==> src/rtl/fwdh_pkg.sv <==
package fwdh_pkg;

  typedef enum logic [1:0] {
    SRC_REGFILE = 2'b00,
    SRC_MEMWB   = 2'b01,
    SRC_EXMEM   = 2'b10
  } opnd_src_e;

  // The nearer producer is the newer value and therefore wins.
  function automatic opnd_src_e pick_src(input logic near_hit, input logic far_hit);
    if (near_hit)     return SRC_EXMEM;
    else if (far_hit) return SRC_MEMWB;
    else              return SRC_REGFILE;
  endfunction

endpackage

==> src/rtl/fwdh_operand.sv <==
module fwdh_operand #(
  parameter int AW = 5
) (
  input  logic          clk,
  input  logic          rst_n,
  input  logic [AW-1:0] src,
  input  logic          used,
  input  logic [AW-1:0] near_rd,
  input  logic          near_we,
  input  logic          near_ld,
  input  logic [AW-1:0] far_rd,
  input  logic          far_we,
  input  logic          hold,
  output logic [1:0]    sel_q,
  output logic          load_hit
);
  import fwdh_pkg::*;

  function automatic logic dep_hit(input logic [AW-1:0] s, input logic u,
                                   input logic [AW-1:0] d, input logic we);
    return u && we && (d != '0) && (s == d);
  endfunction

  logic      near_hit;
  logic      far_hit;
  opnd_src_e sel_next;

  assign near_hit = dep_hit(src, used, near_rd, near_we);
  assign far_hit  = dep_hit(src, used, far_rd, far_we);
  assign load_hit = near_hit && near_ld;
  assign sel_next = pick_src(near_hit, far_hit);

  always_ff @(posedge clk) begin
    if (!rst_n)    sel_q <= SRC_REGFILE;
    else if (hold) sel_q <= SRC_REGFILE;
    else           sel_q <= sel_next;
  end

  AST_NEAR_WINS: assert property (@(posedge clk) disable iff (!rst_n)
    (near_hit && far_hit && !hold) |=> (sel_q == SRC_EXMEM));

  AST_FAR_PATH: assert property (@(posedge clk) disable iff (!rst_n)
    (far_hit && !near_hit && !hold) |=> (sel_q == SRC_MEMWB));

  AST_ZERO_SRC: assert property (@(posedge clk) disable iff (!rst_n)
    (!hold && (src == '0 || !used)) |=> (sel_q == SRC_REGFILE));

  AST_NO_LOAD_HIT_R0: assert property (@(posedge clk) disable iff (!rst_n)
    load_hit |-> (src != '0 && used));

endmodule

==> src/rtl/fwdh_interlock.sv <==
module fwdh_interlock #(
  parameter int NOPS = 2
) (
  input  logic            clk,
  input  logic            rst_n,
  input  logic [NOPS-1:0] load_hits,
  input  logic            near_ld,
  output logic            stall,
  output logic            pc_we,
  output logic            ifid_we,
  output logic            ex_bubble
);
  assign stall     = |load_hits;
  assign pc_we     = !stall;
  assign ifid_we   = !stall;
  assign ex_bubble = stall;

  AST_STALL_NEEDS_LOAD: assert property (@(posedge clk) disable iff (!rst_n)
    stall |-> near_ld);

endmodule

==> src/rtl/fwd_hazard_unit.sv <==
module fwd_hazard_unit #(
  parameter int AW = 5
) (
  input  logic          clk,
  input  logic          rst_n,
  input  logic [AW-1:0] id_rs1,
  input  logic [AW-1:0] id_rs2,
  input  logic          id_rs1_used,
  input  logic          id_rs2_used,
  input  logic [AW-1:0] idex_rd,
  input  logic          idex_regwrite,
  input  logic          idex_memread,
  input  logic [AW-1:0] exmem_rd,
  input  logic          exmem_regwrite,
  output logic [1:0]    fwd_a,
  output logic [1:0]    fwd_b,
  output logic          stall,
  output logic          pc_we,
  output logic          ifid_we,
  output logic          ex_bubble
);
  localparam int NOPS = 2;

  logic [AW-1:0]   srcs [NOPS];
  logic            uses [NOPS];
  logic [1:0]      sels [NOPS];
  logic [NOPS-1:0] load_hits;

  assign srcs[0] = id_rs1;
  assign srcs[1] = id_rs2;
  assign uses[0] = id_rs1_used;
  assign uses[1] = id_rs2_used;

  for (genvar g = 0; g < NOPS; g++) begin : g_opnd
    fwdh_operand #(.AW(AW)) u_opnd (
      .clk      (clk),
      .rst_n    (rst_n),
      .src      (srcs[g]),
      .used     (uses[g]),
      .near_rd  (idex_rd),
      .near_we  (idex_regwrite),
      .near_ld  (idex_memread),
      .far_rd   (exmem_rd),
      .far_we   (exmem_regwrite),
      .hold     (stall),
      .sel_q    (sels[g]),
      .load_hit (load_hits[g])
    );
  end

  fwdh_interlock #(.NOPS(NOPS)) u_ilk (
    .clk       (clk),
    .rst_n     (rst_n),
    .load_hits (load_hits),
    .near_ld   (idex_memread),
    .stall     (stall),
    .pc_we     (pc_we),
    .ifid_we   (ifid_we),
    .ex_bubble (ex_bubble)
  );

  assign fwd_a = sels[0];
  assign fwd_b = sels[1];

  AST_BUBBLE_CLEAN: assert property (@(posedge clk) disable iff (!rst_n)
    stall |=> (fwd_a == 2'b00 && fwd_b == 2'b00));

  AST_SEL_LEGAL: assert property (@(posedge clk) disable iff (!rst_n)
    (fwd_a != 2'b11) && (fwd_b != 2'b11));

  AST_RESET_CLEAR: assert property (@(posedge clk)
    !rst_n |=> (fwd_a == 2'b00 && fwd_b == 2'b00));

endmodule

==> config.mk <==
export PLATFORM = sky130hd
export DESIGN_NAME = fwd_hazard_unit
export DESIGN_NICKNAME = d
export VERILOG_FILES = /design/src/rtl/fwdh_pkg.sv /design/src/rtl/fwdh_operand.sv /design/src/rtl/fwdh_interlock.sv /design/src/rtl/fwd_hazard_unit.sv
export SDC_FILE = /design/constraint.sdc
export NUM_CORES = 1
export LEC_CHECK = 0
export ABC_CLOCK_PERIOD_IN_PS = 1100
export BUFFER_PORTS_ARGS = -buffer_cell sky130_fd_sc_hd__buf_2
export CORE_AREA = 2 2 42 44
export CTS_BUF_LIST = sky130_fd_sc_hd__clkbuf_8
export DETAILED_ROUTE_END_ITERATION = 8
export DIE_AREA = 0 0 44 46
export SYNTH_ARGS = -nofsm -noshare
export SYNTH_HDL_FRONTEND = slang
export SYNTH_SLANG_ARGS = --single-unit
==> constraint.sdc <==
create_clock -name clk -period 1.1 [get_ports clk]
set_input_delay 0.055 -clock clk [delete_from_list [all_inputs] [get_ports clk]]
set_output_delay 0.055 -clock clk [all_outputs]
set_load 0.02 [all_outputs]
==> flow_metrics.env <==
export IMPL_areaGrowthSynthToFinish_pct=95.4
export IMPL_min_period_ns=1.39
export IMPL_p_clk_share_pct=45.3
export IMPL_syn_inst=46
export IMPL_regMostFlops="g_opnd.u_opnd.sel_q"
export IMPL_io_buffer_count=34
export IMPL_ir_drop_v=0.000369
export IMPL_cts_buffers=3
export IMPL_leakage_nw=0.419
export IMPL_htree_levels=1
export IMPL_grtUsageTotal_pct=13.6
export IMPL_hold_violations=0
export IMPL_clk_pin_slew_ns=0.03
export IMPL_yosysWarnings=0
export IMPL_synth_cell_type_count=16
export IMPL_clockBufferDepth=2
export IMPL_layout_drive_gt1_share_pct=66.3
export IMPL_critPathKind="primary input to output port"
export IMPL_die_area_mm2=0.00202
export IMPL_worst_setup_path_start_kind="primary input"
export IMPL_timing_final_crit_share_pct=127
export IMPL_drc=0
export IMPL_grt_pass1_wl_um=1920
export IMPL_final_instance_count_excl_fill=118
export IMPL_outcome="complete, but fails checks"
export IMPL_hold_path_class="primary input to register"
export IMPL_slew_violations=0
export IMPL_pwr_share_comb_pct=33.1
export IMPL_syn_nets=73
export IMPL_coreArea_mm2=0.00161
export IMPL_numClockSinks=4
export IMPL_grt_pass1_vias=498
export IMPL_power_density_mw_per_mm2=799
export IMPL_switching_share_pct=25.4
export IMPL_slew_headroom_pct=83.3
export IMPL_p_seq_share_pct=21.5
export IMPL_rsz0062_at_grt="yes"
export IMPL_syn_area_per_cell_um2=9.49
export IMPL_maxCapViolations=0
export IMPL_finalWeightedCongestion=0.804
export IMPL_antenna_found_initial=0
export IMPL_worstMarginPinSlew_ns=0.249
export IMPL_dp_cells=110
export IMPL_die_w_um=44
export IMPL_mostFrequentLayoutCell="buf_2"
export IMPL_arrival_ns=1.34
export IMPL_top_regs="g_opnd.u_opnd.sel_q x4"
export IMPL_grt_max_degree=7
export IMPL_cts_hold_buf=0
export IMPL_grt_overflow_total=0
export IMPL_internal_power_w=0.000509
export IMPL_finalSetupTns_ns=-1.43
export IMPL_vias=545
export IMPL_netlist_area_um2=437
export IMPL_start_util_pct=27.1
export IMPL_drtIter0Drc=3
export IMPL_critPathRequiredTime_ns=1.04
export IMPL_viasPerCell=4.62
export IMPL_pin_count=35
export IMPL_ys_seq_area_share_pct=18.3
export IMPL_setup_violations_final=7
export IMPL_worst_slack_ns=-0.295
export IMPL_max_freq_ghz=0.717
export IMPL_critPathMaxFanout=4
export IMPL_num_rows=15
export IMPL_power_w=0.000682
export IMPL_drt_total_wl_um=1310
export IMPL_cts_tree="built"
export IMPL_layout_nets=130
export IMPL_n_antenna_cell=0
export IMPL_wl_per_cell_um=11.1
export IMPL_largest_register_ffs=4
export IMPL_final_cell_mix="buf_2 (29), buf_4 (20), xnor2_1 (12)"
export IMPL_ant_nets=0
export IMPL_die_h_um=46
export IMPL_place_hpwl_um=1090
export IMPL_violations="negative setup slack"
export IMPL_ctsRootBufferMaster="clkbuf_8"
export IMPL_hold_depth=2
export IMPL_firstDrtPassIters=5
export IMPL_worstSetupEndpointType="output port"
export IMPL_yosys_register_bits=4
export IMPL_power_switching_w=0.000173
-- path summary, 6_finish.rpt --
check	slack [ns]	start	to
worst min-delay path	0.11	idex_memread	g_opnd[0].u_opnd.sel_q[0]
worst max-delay path	-0.29	idex_rd[2]	stall
-- routing by layer --
metal / track usage, % / part of all wire, %
met2: 25.6 / 53
met1: 13.4 / 37
met4: 9.09 / 1.9
met3: 2.38 / 8.7
met5: 0 / 0
-- worst max-delay path: stages --
cell	delay (ns)
buf_6	0.09
or4_4	0.54
o21ai_4	0.22
nor3_4	0.07
o21a_2	0.23
buf_6	0.13
-- power groups by stage --
stage	Clock (W)	Combinational, W	Sequential, W
3_5_place_dp	0	0.000213	0.000149
3_3_place_gp	0	0.000211	0.000149
6_report	0.000309	0.000226	0.000147
5_1_grt	0.000323	0.000247	0.000147
4_1_cts	0.000315	0.000215	0.000147
2_1_floorplan	0	0.0000821	0.000150
-- cell type report --
class                      instances  area [µm²]
clock buffer                       3        41.3
fill                             161         761
multi-input combinational         40         359
sequential                         4        80.1
tap                               17        21.3
timing repair buffer              54         352
-- stage by stage --
step	utilization (%)	hold slack, ns	cell area [µm²]	worst slack (ns)
after global placement	45.3	0.330	731	-0.272
after CTS	48.6	0.114	785	-0.283
after detailed placement	45.3	0.338	731	-0.279
final	52.9	0.110	853	-0.295
after global routing	52.9	0.123	853	-0.334
after floorplan	-	0.142	445	-0.239
-- kinds of logic after synthesis --
group | count (synthesis) | synth area share [%]
AOI/OAI and AO/OA | 6 | 14.6
xor gates and xnor gates | 20 | 40.1
buffers and inverters | 2 | 3.44
DFF | 4 | 18.3
and+or+nand+nor | 14 | 23.5
-- Yosys cell counts --
| cell | n | share of area, % |
|---|---|---|
| a211oi_2 | 2 | 5.7 |
| and3b_2 | 2 | 4.6 |
| o21ai_4 | 1 | 3.7 |
| or3_1 | 1 | 1.4 |
| buf_4 | 2 | 3.4 |
| or4_4 | 1 | 2.6 |
| nand4_1 | 4 | 5.7 |
| o21a_1 | 1 | 1.7 |
| xor2_1 | 8 | 16 |
| nor4_1 | 2 | 2.9 |
| xnor2_1 | 12 | 24 |
| dfxtp_1 | 4 | 18 |
| nand2_1 | 2 | 1.7 |
| o21ai_0 | 1 | 1.1 |
| nor3_2 | 2 | 4.6 |
| o311a_1 | 1 | 2.3 |
-- repair_timing --
action                                  in CTS  in global routing
hold endpoints to repair                     0                  0
resized for setup                            4                  7
setup buffers                                0                  5
pin swaps                                    0                  8
endpoints found under the setup margin       4                  5
Power figures use the tool's default switching activity.
